$ cat src/rtl/wdt_pkg.sv
package wdt_pkg;
   localparam int unsigned REG_W  = 8;
   localparam int unsigned SECS_W = 6;

   typedef struct packed {
      logic              armed;
      logic              expired;
      logic [SECS_W-1:0] secs;
   } wdt_reg_t;
endpackage

$ cat src/rtl/wdt_prescale.sv
module wdt_prescale #(
   parameter int unsigned TICK_CYCLES = 125_000_000
) (
   input  logic clk,
   input  logic rst_n,
   input  logic restart,
   input  logic run,
   output logic tick
);
   localparam int unsigned PW = (TICK_CYCLES > 1) ? $clog2(TICK_CYCLES) : 1;

   generate
      if (TICK_CYCLES == 1) begin : g_every_cycle
         assign tick = run;
      end else begin : g_counter
         logic [PW-1:0] phase_q;
         logic          at_end;

         assign at_end = (phase_q == PW'(TICK_CYCLES - 1));
         assign tick   = run && at_end;

         always_ff @(posedge clk or negedge rst_n) begin
            if (!rst_n)              phase_q <= '0;
            else if (restart || !run) phase_q <= '0;
            else if (at_end)         phase_q <= '0;
            else                     phase_q <= phase_q + 1'b1;
         end
      end
   endgenerate
endmodule

$ cat src/rtl/wdt_pulse_gen.sv
module wdt_pulse_gen #(
   parameter int unsigned PULSE_CYCLES = 500_000
) (
   input  logic clk,
   input  logic rst_n,
   input  logic fire,
   output logic active
);
   localparam int unsigned QW = $clog2(PULSE_CYCLES + 1);

   logic [QW-1:0] left_q;

   always_ff @(posedge clk or negedge rst_n) begin
      if (!rst_n)              left_q <= '0;
      else if (fire)           left_q <= QW'(PULSE_CYCLES);
      else if (left_q != '0)   left_q <= left_q - 1'b1;
   end

   assign active = (left_q != '0);
endmodule

$ cat src/rtl/wdt_core.sv
module wdt_core
   import wdt_pkg::*;
(
   input  logic             clk,
   input  logic             rst_n,
   input  logic             wr_en,
   input  logic [REG_W-1:0] wr_data,
   input  logic             tick,
   output logic             run,
   output wdt_reg_t         regs,
   output logic             expire
);
   wdt_reg_t          reg_q;
   logic [SECS_W-1:0] remain_q;
   logic              expire_q;
   logic              unused_ro_bit;

   assign unused_ro_bit = wr_data[SECS_W];
   assign run           = reg_q.armed && !reg_q.expired;

   always_ff @(posedge clk or negedge rst_n) begin
      if (!rst_n) begin
         reg_q    <= '0;
         remain_q <= '0;
         expire_q <= 1'b0;
      end else begin
         expire_q <= 1'b0;
         if (wr_en) begin
            reg_q.armed <= wr_data[REG_W-1];
            reg_q.secs  <= wr_data[SECS_W-1:0];
            remain_q    <= wr_data[SECS_W-1:0];
            if (!wr_data[REG_W-1]) reg_q.expired <= 1'b0;
         end else if (tick) begin
            if (remain_q <= SECS_W'(1)) begin
               reg_q.expired <= 1'b1;
               expire_q      <= 1'b1;
            end else begin
               remain_q <= remain_q - 1'b1;
            end
         end
      end
   end

   assign regs   = reg_q;
   assign expire = expire_q;
endmodule

$ cat src/rtl/wdt_pulse_guard.sv
module wdt_pulse_guard
   import wdt_pkg::*;
#(
   parameter int unsigned TICK_CYCLES  = 125_000_000,
   parameter int unsigned PULSE_CYCLES = 500_000
) (
   input  logic       clk,
   input  logic       rst_n,
   input  logic       wr_en,
   input  logic [7:0] wr_data,
   output logic [7:0] rd_data,
   output logic       freq_revert,
   output logic       rst_oe,
   output logic       rst_do
);
   generate
      if (TICK_CYCLES < 1) begin : g_bad_tick
         $error("TICK_CYCLES must be at least 1");
      end
      if (PULSE_CYCLES < 1) begin : g_bad_pulse
         $error("PULSE_CYCLES must be at least 1");
      end
   endgenerate

   logic     run;
   logic     tick;
   logic     expire;
   wdt_reg_t regs;

   wdt_prescale #(.TICK_CYCLES(TICK_CYCLES)) u_prescale (
      .clk     (clk),
      .rst_n   (rst_n),
      .restart (wr_en),
      .run     (run),
      .tick    (tick)
   );

   wdt_core u_core (
      .clk     (clk),
      .rst_n   (rst_n),
      .wr_en   (wr_en),
      .wr_data (wr_data),
      .tick    (tick),
      .run     (run),
      .regs    (regs),
      .expire  (expire)
   );

   wdt_pulse_gen #(.PULSE_CYCLES(PULSE_CYCLES)) u_pulse (
      .clk    (clk),
      .rst_n  (rst_n),
      .fire   (expire),
      .active (rst_oe)
   );

   assign rd_data     = regs;
   assign freq_revert = expire;
   assign rst_do      = 1'b0;
endmodule

$ cat config.mk
export PLATFORM = sky130hd
export DESIGN_NAME = wdt_pulse_guard
export DESIGN_NICKNAME = d
export VERILOG_FILES = /design/src/rtl/wdt_pkg.sv /design/src/rtl/wdt_prescale.sv /design/src/rtl/wdt_pulse_gen.sv /design/src/rtl/wdt_core.sv /design/src/rtl/wdt_pulse_guard.sv
export SDC_FILE = /design/constraint.sdc
export NUM_CORES = 1
export LEC_CHECK = 0
export BUFFER_PORTS_ARGS = -buffer_cell sky130_fd_sc_hd__buf_2
export CORE_MARGIN = 1
export CORE_UTILIZATION = 60
export DETAILED_ROUTE_END_ITERATION = 8
export PLACE_DENSITY = 0.79
export SYNTH_ARGS = -nofsm -noshare
export SYNTH_HDL_FRONTEND = slang
export SYNTH_HIERARCHICAL = 1
export SYNTH_SLANG_ARGS = --single-unit
$ cat constraint.sdc
create_clock -name clk -period 2.7 [get_ports clk]
set_clock_uncertainty 0.1 [all_clocks]
set_input_delay 0.54 -clock clk [delete_from_list [all_inputs] [get_ports clk]]
set_output_delay 0.54 -clock clk [all_outputs]
set_load 0.02 [all_outputs]
==> impl_results.md, run 1 <==
* Crit path launch type: flip-flop
* Worst Path Max Fanout at 6
* Via count at 2781
* Total design power at 1.87 mW
* Result of the run: completed
* Port Buffer Count at 19
* Multi-input gate area in the final layout at 1690 µm²
* Vias per cell at 6.11
* Share of layout cells above drive strength 1 at 16.6%
* Max Slew Vio Count at 0
* Crit-path max cell delay at 0.60 ns
* Post-CTS setup buffer count at 0
* Cell with the largest stage delay on the worst path: or4_1
* Largest net degree at the start of global routing at 62
* Kind of critical path: reg -> out
* Power Density at 496 nW/µm²
* Routed length per instance at 15.2 µm
* Register Area at 1530 µm²
* Die Width at 76.6 µm
* CTS root buf: clkbuf_8
* Number of enable flip-flop cells after synthesis at 0
* Worst endpoint data arrival time at 1.95 ns
* Instance count of the mapped netlist at 352
* # placed instances at 439
* Synth Area in XOR/XNOR at 3.41%
* Register bit total from synthesis at 61
* Final setup vio count at 0
* Drt first-iter violations at 169
* Worst setup timing slack at the placement stage at 0.175 ns
* Dpl hpwl at 4480 µm
* Antenna cell count at 0
* Nature of the critical path endpoint: output port
* Worst IR Drop VDD at 399 µV
* Sum of negative setup slack at 0 ns
* CP required at 2.06 ns
* Distinct cells, synth at 57
* Launching point of the worst reg2reg path: u_prescale/g_counter.phase_q[10]
* Flop2flop setup slack at 0.18 ns
* DRT Wirelength at 6930 µm
* Final period utilization at 96.0%
* H-tree depth at 3
* Global-route wire length before repair at 11800 µm
* Primary flip-flop cell chosen by synthesis mapping: dfrtp_1
* Count of maximum capacitance violations at 0
* Last weighted congestion value of the routability-driven placer at 0.828
* Async set-or-reset flop fraction in the synthesized netlist at 100%
* Max Root-Sink Buffers at 2
* Crit path launch: u_pulse/left_q[3]
* Hold Fails Final Rpt at 0
* Unrepaired setup endpoints after global routing: false
* Net count of the mapped netlist at 367
* Syn-to-layout area delta at 13.0%
* Leftover overflow at the end of global routing at 0
* Count of non-filler cells in the finished layout at 455
* Yosys synthesis warning count at 6
* Total iterations of the first detailed-routing run at 4
* DRC Markers at 0
* Average size of a mapped cell at 9.49 µm²
* Area of the core at 5240 µm²
* Fmax at 0.386 GHz
* Via count of the first global-routing pass at 2570
* Number of buffers created by CTS at 9
* Die area at 5870 µm²
* Simple-gate share of the synthesized area at 27.9%
* Initial antenna violation count at 0
* Clock latency reported for the late side of the worst-skew pair at 0.34 ns
* Ordered list of cells on the worst path: or4_1, nor4_4, nand2_1, buf_2
* LEAKAGE at 1.69 nW
* Antenna Nets Post-Route at 0
* Starting density of the core at 63.8%
* Final setup slack of the worst path at 0.107 ns
* Final-layout fill cell count at 403
* NumNets Final at 395
* Fraction of the mapped netlist area in compound gates at 13.4%
* I/O pin count at 22
* Dominant combinational cell family by area after synthesis: simple AND/OR/NAND/NOR gates
* Adder-cell share of the synthesized area at 1.50%
* Die extent in y at 76.6 µm
* Tmin final at 2.59 ns
* Worst hold path type: in -> async
* Row count at 26
* Clock transition at the registers of the reported paths at 0.07 ns
* Mux cell area share after synthesis at 3.56%
* TritonCTS clock tree: done
* Fraction of the yosys area taken by sequential cells at 45.7%
* Count of clock tree sinks at 61
* Post-Synthesis Cell Area at 3340 µm²
* Global-route usage over all layers at 25.6%
-- synth_stat cells (2+ instances only) --
cell type  count  area share, %
dfrtp_1       61             46
nor2_1        34            3.8
a211oi_1       5            1.1
and4_1         6            1.6
mux2_1         3            1.0
nand3_1       10            1.5
nor4b_1        4            1.0
a2bb2oi_1      2           0.52
o21ai_0       17            2.5
mux2i_1        4            1.2
o31ai_1        8            1.8
buf_2          7            1.0
o211ai_1       2           0.45
and3_1         4           0.75
xor2_1         7            1.8
buf_4          3           0.67
o311ai_0       3           0.79
ha_1           4            1.5
or2_2          4           0.75
xnor2_1        6            1.6
nand2_1       17            1.9
and2_1         3           0.56
or3_1         11            2.1
a21oi_1       20            3.0
nor4_1         5           0.94
or4_1         12            2.7
nor2b_1       11            2.1
nand2b_1       4           0.75
inv_1         18            2.0
mux2_2         4            1.3
nand4b_1       2           0.52
clkbuf_1       5           0.56
nor3_1         6           0.90
nand4_1       17            3.2
-- sequential cells by signal, indices dropped and copies added (netlist names) --
signal and flops:
u_pulse/left_q 19, u_core/remain_q 6, u_prescale/g_counter.phase_q 27, u_core/regs 8, u_core/expire 1
-- metal layers --
layer | global-route usage, % | share of wire (%) | up-vias
met1 | 34.0 | 46 | 1342
met3 | 3.59 | 3.5 | 18
li1 | - | - | 1356
met2 | 41.3 | 48 | 65
met5 | 0 | 0 | -
met4 | 12.7 | 2.3 | 0
-- final cells by class --
cell class / instances / share of cell area, %
well taps: 70 / 2.32
multi-input cells: 257 / 44.7
clock inverters: 4 / 1.26
repair buffers: 33 / 5.64
flip-flops and latches: 61 / 40.5
clock buffers: 12 / 3.85
inverters: 18 / 1.79
-- cell families (layout without fill, tap and decap cells) --
| kind of cell | count (synthesis) | in the layout |
|---|---|---|
| AND/OR/NAND/NOR | 159 | 159 |
| multiplexers | 11 | 11 |
| AO/OA/AOI/OAI | 69 | 69 |
| other | 1 | 1 |
| adder cells (fa/ha/maj) | 4 | 4 |
| buffers and inverters | 34 | 67 |
| XOR/XNOR | 13 | 13 |
| flip-flops | 61 | 61 |
-- power breakdown --
part	internal, mW	switching, mW
logic	0.0393	0.0763
registers	0.934	0.0197
clock network	0.449	0.352
total	1.42	0.448
-- final timing paths --
| kind | end | cells after the start |
|---|---|---|
| max | rst_oe | 4 |
| min | u_pulse/left_q[2] | 2 |
| min in group clk | u_core/remain_q[5] | 3 |
| max in group asynchronous | u_prescale/g_counter.phase_q[2] | 2 |
| max reg2reg | u_core/remain_q[5] | 6 |
| min reg2reg | u_core/regs[3] | 1 |
-- critical path, delay by kind of cell, from the launching register on --
family        cells  cell delay (ns)
simple gates      3             1.03
flops             1             0.42
buf+inv           1             0.17
-- cell usage in the layout, fill, tap and decap left out, types with 5 or more instances in the layout --
cell       n
buf_4     13
o21ai_0   17
nand4_1   17
o31ai_1    8
xor2_1     7
a211oi_1   5
nor3_1     6
dfrtp_1   61
clkbuf_8  10
a21oi_1   20
nand2_1   17
nor2_1    34
nand3_1   10
or3_1     11
or4_1     12
nor2b_1   11
inv_1     18
and4_1     6
buf_2     19
xnor2_1    6
-- through the flow --
| step | utilization [%] | hold slack [ns] | cell area (µm²) |
|---|---|---|---|
| 2_1_floorplan | - | 0.144 | 3340 |
| 5_1_grt | 72.0 | 0.144 | 3770 |
| 6_report | 72.0 | 0.0997 | 3770 |
| 3_3_place_gp | 68.0 | 0.384 | 3560 |
| 4_1_cts | 71.6 | 0.116 | 3750 |
| 3_5_place_dp | 68.0 | 0.394 | 3560 |
-- timing repair --
item	4_1_cts	5_1_grt
resized for setup	0	3
endpoints found under the setup margin	0	3
hold buffers	0	0
Note: power is estimated with default switching activity, not from simulation.
==> run 2, diff against run 1 <==
--- a/config.mk
+++ b/config.mk
@@ -6,10 +6,11 @@
 export NUM_CORES = 1
 export LEC_CHECK = 0
 export BUFFER_PORTS_ARGS = -buffer_cell sky130_fd_sc_hd__buf_2
+export CORE_ASPECT_RATIO = 1.4
 export CORE_MARGIN = 1
-export CORE_UTILIZATION = 60
+export CORE_UTILIZATION = 42
 export DETAILED_ROUTE_END_ITERATION = 8
-export PLACE_DENSITY = 0.79
+export PLACE_DENSITY = 0.59
 export SYNTH_ARGS = -nofsm -noshare
 export SYNTH_HDL_FRONTEND = slang
 export SYNTH_HIERARCHICAL = 1
==> run 2 against run 1 <==
  * Worst setup slack improved by 0.0027 ns
  * Sequential share of layout area fell by 0.89 points
  * Wire length rose by 1.4%
  * Via count fell by 2.2%
  * Cell area rose by 2.3%
  * Sequential cell count did not move
  * Critical endpoint unchanged
  * Maximum frequency rose by 0.11%
  * Non-clock buffer count rose by 3
  * First-iteration DRC count fell by 12%
  * Critical path depth did not move
==> impl_results.md, run 2 (same netlist as run 1, synthesis figures left out) <==
* Number of buffers created by CTS at 9 (unchanged)
* Clock latency reported for the late side of the worst-skew pair at 0.34 ns (about the same)
* Global-route wire length before repair at 12100 µm (+2.6%)
* Worst slew slack as a fraction of its limit at 53.8%
* Count of clock tree sinks at 61 (unchanged)
* End of the worst register-to-register path: u_core/remain_q[5]
* Cell with the largest stage delay on the worst path: or4_4
* Clock transition at the registers of the reported paths at 0.07 ns (about the same)
* Worst endpoint data arrival time at 1.95 ns (about the same)
* Most common library cell in the layout ignoring fill and taps: dfrtp_1
* CP required at 2.06 ns (about the same)
* Nature of the critical path endpoint: output port
* Tightest Pin Transition at 0.693 ns
* Count of maximum capacitance violations at 0 (unchanged)
* Port Buffer Count at 19 (unchanged)
* Via count of the first global-routing pass at 2613 (+1.7%)
* Syn-to-layout area delta at 15.5%
* Worst reg-to-reg path cell count at 6 (unchanged)
* Crit path launch type: flip-flop
* Worst Path Max Fanout at 6 (unchanged)
* Highest-count cells in the layout ignoring fill and taps: 61 x dfrtp_1, 34 x nor2_1, 20 x a21oi_1
* Ordered list of cells on the worst path: or4_4, nor4_2, nand2_1, buf_2
* Drt first-iter violations at 148 (-12%)
* Last weighted congestion value of the routability-driven placer at 0.783 (-5.4%)
* Dpl hpwl at 4920 µm (+9.9%)
* DRC Markers at 0 (unchanged)
* Multi-input gate area in the final layout at 1670 µm² (-0.89%)
* Die area at 8320 µm² (+42%)
* Routed length per instance at 14.4 µm (-5.3%)
* Switching part of the total power at 22.5% (-1.5 points)
* Via count at 2720 (-2.2%)
* Die extent in y at 108 µm (+40%)
* Power Density at 523 nW/µm² (+5.4%)
* Max FFs per register at 27 (unchanged)
* Register Area at 1530 µm² (unchanged)
* Seq pwr share at 47.3% (-3.7 points)
* Initial antenna violation count at 0 (unchanged)
* Post-CTS setup buffer count at 0 (unchanged)
* Family of cells with the greatest summed delay on the critical path: simple AND/OR/NAND/NOR gates
* Flop2flop setup slack at 0.19 ns (about the same)
* DRT Wirelength at 7030 µm (+1.4%)
* Internal power of the cells at 1.56 mW (+9.9%)
* Leftover overflow at the end of global routing at 0 (unchanged)
* Share of layout cells above drive strength 1 at 17.3% (+0.69 points)
* Global-route usage over all layers at 18.9% (-6.8 points)
* CTS root buf: clkbuf_8
* Comb power frac at 5.8% (-0.4 points)
* NumNets Final at 398 (+0.76%)
* Antenna Nets Post-Route at 0 (unchanged)
* Worst hold slack at 0.133 ns (+0.0338 ns)
* Kind of critical path: reg -> out
* Worst hold path type: in -> async
* Launching point of the worst reg2reg path: u_prescale/g_counter.phase_q[19]
* H-tree depth at 3 (unchanged)
* Fmax at 0.386 GHz (+0.11%)
* Tmin final at 2.59 ns (-0.00274 ns)
* TritonCTS clock tree: done
* I/O pin count at 22 (unchanged)
* Final period utilization at 95.9% (-0.10 points)
* Total iterations of the first detailed-routing run at 4 (unchanged)
* Final-layout fill cell count at 750 (+86%)
* Hold Buf Count CTS at 0 (unchanged)
* Largest net degree at the start of global routing at 34 (-45%)
* Result of the run: completed
* Max Root-Sink Buffers at 2 (unchanged)
* Unrepaired setup endpoints after global routing: false
* Hold Fails Final Rpt at 0 (unchanged)
* Vias per cell at 5.59 (-8.6%)
* Max Slew Vio Count at 0 (unchanged)
* Row count at 38 (+46%)
* Number of buffer and inverter instances along the worst setup path at 1 (unchanged)
* LEAKAGE at 1.72 nW (+1.5%)
* Starting density of the core at 43.1% (-21 points)
* Final setup vio count at 0 (unchanged)
* Antenna cell count at 0 (unchanged)
* Register bank with the most flops: u_prescale/g_counter.phase_q
* Crit-path max cell delay at 0.60 ns (about the same)
* Switching pwr at 453 µW (+1.1%)
* Die Width at 77.4 µm (+0.99%)
* Sum of negative setup slack at 0 ns (unchanged)
* Worst IR Drop VDD at 297 µV (-25%)
* Clk network pwr share at 46.9% (+4.1 points)
* Area of the core at 7750 µm² (+48%)
[run 2: how the worst max path moves through the flow]
stage,cells past startpoint,to,slack [ns],from
6_report,4,rst_oe,0.11,u_pulse/left_q[7]
3_5_place_dp,6,u_core/remain_q[5],0.08,u_prescale/g_counter.phase_q[19]
2_1_floorplan,8,u_core/remain_q[5],0.34,u_prescale/g_counter.phase_q[0]
3_3_place_gp,6,u_core/remain_q[5],0.12,u_prescale/g_counter.phase_q[19]
4_1_cts,4,rst_oe,0.03,u_pulse/left_q[3]
5_1_grt,4,rst_oe,0.01,u_pulse/left_q[7]
[run 2: area by class of cell]
type / instances / area share, %
Clock buffer: 12 / 4.28
Clock inverter: 3 / 1.75
Inverter: 18 / 1.75
Multi-Input combinational cell: 257 / 43.3
Sequential cell: 61 / 39.6
Tap cell: 100 / 3.24
Timing Repair Buffer: 36 / 6.10
[run 2: metal layers]
| layer | up-vias | global-route usage [%] | share of wire (%) | wire (µm) |
|---|---|---|---|---|
| met5 | - | 0 | 0 | 0 |
| met4 | 0 | 11.2 | 2.4 | 168 |
| met3 | 13 | 2.80 | 2.0 | 138 |
| met2 | 30 | 33.0 | 52 | 3670 |
| met1 | 1321 | 21.7 | 43 | 3050 |
| li1 | 1356 | - | - | - |
[run 2: metrics by stage]
step	setup WS [ns]	util (%)	total power, mW	cell area [µm²]	cells
global placement	0.122	46.7	1.09	3620	472
floorplan	0.340	-	1.04	3340	352
CTS	0.0286	49.7	2.05	3850	487
detailed placement	0.0833	46.7	1.09	3620	472
finish	0.110	49.8	2.02	3860	487
global route	0.0123	49.8	2.10	3860	487
[run 2: repair_timing]
action,4_1_cts,5_1_grt
endpoints found under the setup margin,0,3
resized for setup,0,1
hold endpoints to repair,0,0
[run 2: power by group through the flow]
stage               clock network (mW)  logic [mW]  registers (mW)
floorplan                            0      0.0601           0.977
global placement                     0       0.118           0.970
detailed placement                   0       0.120           0.970
CTS                              0.981       0.120           0.953
global route                      1.01       0.133           0.957
finish                           0.945       0.118           0.953
==> run 3, diff against run 2 <==
--- a/config.mk
+++ b/config.mk
@@ -9,6 +9,7 @@
 export CORE_ASPECT_RATIO = 1.4
 export CORE_MARGIN = 1
 export CORE_UTILIZATION = 42
+export CTS_BUF_LIST = sky130_fd_sc_hd__clkbuf_16
 export DETAILED_ROUTE_END_ITERATION = 8
 export PLACE_DENSITY = 0.59
 export SYNTH_ARGS = -nofsm -noshare
==> run 3 against run 2 <==
  * Clock power rose by 25%
  * Worst setup slack lost 0.0075 ns
  * Combinational power is essentially flat
  * Sequential cell count unchanged
  * Via count decreased by 0.29%
  * Global-route usage up 0.13 points
  * Sequential share of layout area fell by 0.72 points
  * Wire length grew 0.19%
  * Register-to-register slack about the same
  * Clock-buffer cell count down 3
  * Die area stayed put
  * Sequential power is essentially flat
  * Largest cell class unchanged
  * Largest power group is now clock
==> impl_results.md, run 3 (same netlist as run 1, synthesis figures left out) <==
* Total iterations of the first detailed-routing run at 4 (unchanged)
* Antenna cell count at 0 (unchanged)
* Worst reg-to-reg path cell count at 6 (unchanged)
* Worst Path Max Fanout at 6 (unchanged)
* Last weighted congestion value of the routability-driven placer at 0.783 (unchanged)
* Crit-path max cell delay at 0.58 ns (-0.02 ns)
* Max Slew Vio Count at 0 (unchanged)
* Leftover overflow at the end of global routing at 0 (unchanged)
* Worst setup timing slack at the placement stage at 0.0833 ns (unchanged)
* Global-route wire length before repair at 12200 µm (+0.68%)
* Drt first-iter violations at 158 (+6.8%)
* Crit path launch type: flip-flop
* Nature of the critical path endpoint: output port
* Antenna Nets Post-Route at 0 (unchanged)
* Die area at 8320 µm² (unchanged)
* DRC Markers at 0 (unchanged)
* Initial antenna violation count at 0 (unchanged)
* NumNets Final at 398 (unchanged)
* Dpl hpwl at 4920 µm (unchanged)
* Termination of the worst setup path: rst_oe
* Count of non-filler cells in the finished layout at 487 (unchanged)
* Vias per cell at 5.57 (-0.29%)
* Area of placed instances at 3620 µm² (unchanged)
* Unrepaired setup endpoints after global routing: false
* DRT Wirelength at 7040 µm (+0.19%)
* CTS root buf: clkbuf_16
* Count of maximum capacitance violations at 0 (unchanged)
* Number of stages on the worst setup path at 4 (unchanged)
* Crit path launch: u_pulse/left_q[3]
* Hold Buf Count CTS at 0 (unchanged)
* Most common library cell in the layout ignoring fill and taps: dfrtp_1
* Area of the core at 7750 µm² (unchanged)
* Largest net degree at the start of global routing at 34 (unchanged)
* Count of clock tree sinks at 61 (unchanged)
* Kind of critical path: reg -> out
* Ordered list of cells on the worst path: or4_1, nor4_2, nand2_1, buf_2
* Die extent in y at 108 µm (unchanged)
* Number of buffer and inverter instances along the worst setup path at 1 (unchanged)
* Row count at 38 (unchanged)
* H-tree depth at 3 (unchanged)
* Max FFs per register at 27 (unchanged)
* Starting density of the core at 43.1% (unchanged)
* Fmax at 0.385 GHz (-0.29%)
* Register bank with the most flops: u_prescale/g_counter.phase_q
* Power Density at 574 nW/µm² (+9.9%)
* Final-layout fill cell count at 740 (-1.3%)
* Max Root-Sink Buffers at 2 (unchanged)
* Worst IR Drop VDD at 378 µV (+27%)
* Clock latency reported for the late side of the worst-skew pair at 0.33 ns (about the same)
* Global-route usage over all layers at 19.0% (+0.13 points)
* Final setup slack of the worst path at 0.103 ns (-0.00746 ns)
* # placed instances at 472 (unchanged)
* Share of layout cells above drive strength 1 at 16.5% (-0.78 points)
* Non-Filler Cell Area, Final at 3930 µm² (+1.8%)
* Highest-count cells in the layout ignoring fill and taps: 61 x dfrtp_1, 34 x nor2_1, 20 x a21oi_1
* Routed length per instance at 14.5 µm (+0.19%)
* TritonCTS clock tree: done
* End of the worst register-to-register path: u_core/remain_q[5]
* Launching point of the worst reg2reg path: u_prescale/g_counter.phase_q[19]
* Clock transition at the registers of the reported paths at 0.05 ns (-0.02 ns)
* Worst endpoint data arrival time at 1.96 ns (about the same)
* Worst hold path type: in -> async
* I/O pin count at 22 (unchanged)
* Family of cells with the greatest summed delay on the critical path: simple AND/OR/NAND/NOR gates
* Via count of the first global-routing pass at 2595 (-0.69%)
* Cell with the largest stage delay on the worst path: or4_1
* Tightest Pin Transition at 0.693 ns (-0.000136 ns)
* Flop2flop setup slack at 0.18 ns (about the same)
* Via count at 2712 (-0.29%)
* Hold Fails Final Rpt at 0 (unchanged)
* Final period utilization at 96.2% (+0.28 points)
* Sum of negative setup slack at 0 ns (unchanged)
* CP required at 2.06 ns (about the same)
* Final setup vio count at 0 (unchanged)
* Die Width at 77.4 µm (unchanged)
* LEAKAGE at 1.75 nW (+1.7%)
* Syn-to-layout area delta at 17.6%
* Tmin final at 2.60 ns (+0.00746 ns)
* Port Buffer Count at 19 (unchanged)
* Number of buffers created by CTS at 9 (unchanged)
* Final standard cell utilization of the core at 50.7% (+0.92 points)
* Result of the run: completed
* Worst slew slack as a fraction of its limit at 53.8% (about the same)
==> run 3: layout make-up <==
class | instances | area, µm² | share of cell area [%]
multi-input cells | 257 | 1670 | 42.5
flip-flops and latches | 61 | 1530 | 38.8
repair buffers | 36 | 235 | 5.99
clock buffers | 9 | 225 | 5.73
well taps | 100 | 125 | 3.18
clock inverters | 6 | 78.8 | 2.01
inverters | 18 | 67.6 | 1.72
==> run 3: worst min-delay path by stage <==
stage | startpoint | end | slack, ns | cells after the start
floorplan | rst_n | u_core/expire | 0.14 | 0
global placement | u_core/regs[0] | u_core/regs[0] | 0.39 | 1
detailed placement | u_core/regs[0] | u_core/regs[0] | 0.39 | 1
CTS | rst_n | u_pulse/left_q[3] | 0.17 | 1
global route | rst_n | u_pulse/left_q[3] | 0.21 | 1
finish | rst_n | u_pulse/left_q[3] | 0.15 | 1
==> run 3: repair_timing <==
item,in CTS,in global routing
buffers inserted,0,0
gates resized for setup,0,1
setup endpoints to repair,0,2
==> run 3: per-stage QoR <==
stage	total power [mW]	hold WS [ns]
after detailed placement	1.09	0.394
after global placement	1.09	0.386
after CTS	2.29	0.174
after global routing	2.35	0.206
after floorplan	1.04	0.144
final	2.26	0.154
==> run 3: layer usage <==
layer	GRT usage [%]	up-vias	share of wire [%]
li1	-	1361	-
met1	22.2	1306	44
met2	32.3	35	52
met3	4.41	10	2.3
met4	9.70	0	1.9
met5	0	-	0
==> run 3: power breakdown <==
group / switching [mW] / internal [mW]
clock: 0.392 / 0.791
combinational: 0.0786 / 0.0393
sequential: 0.0194 / 0.936
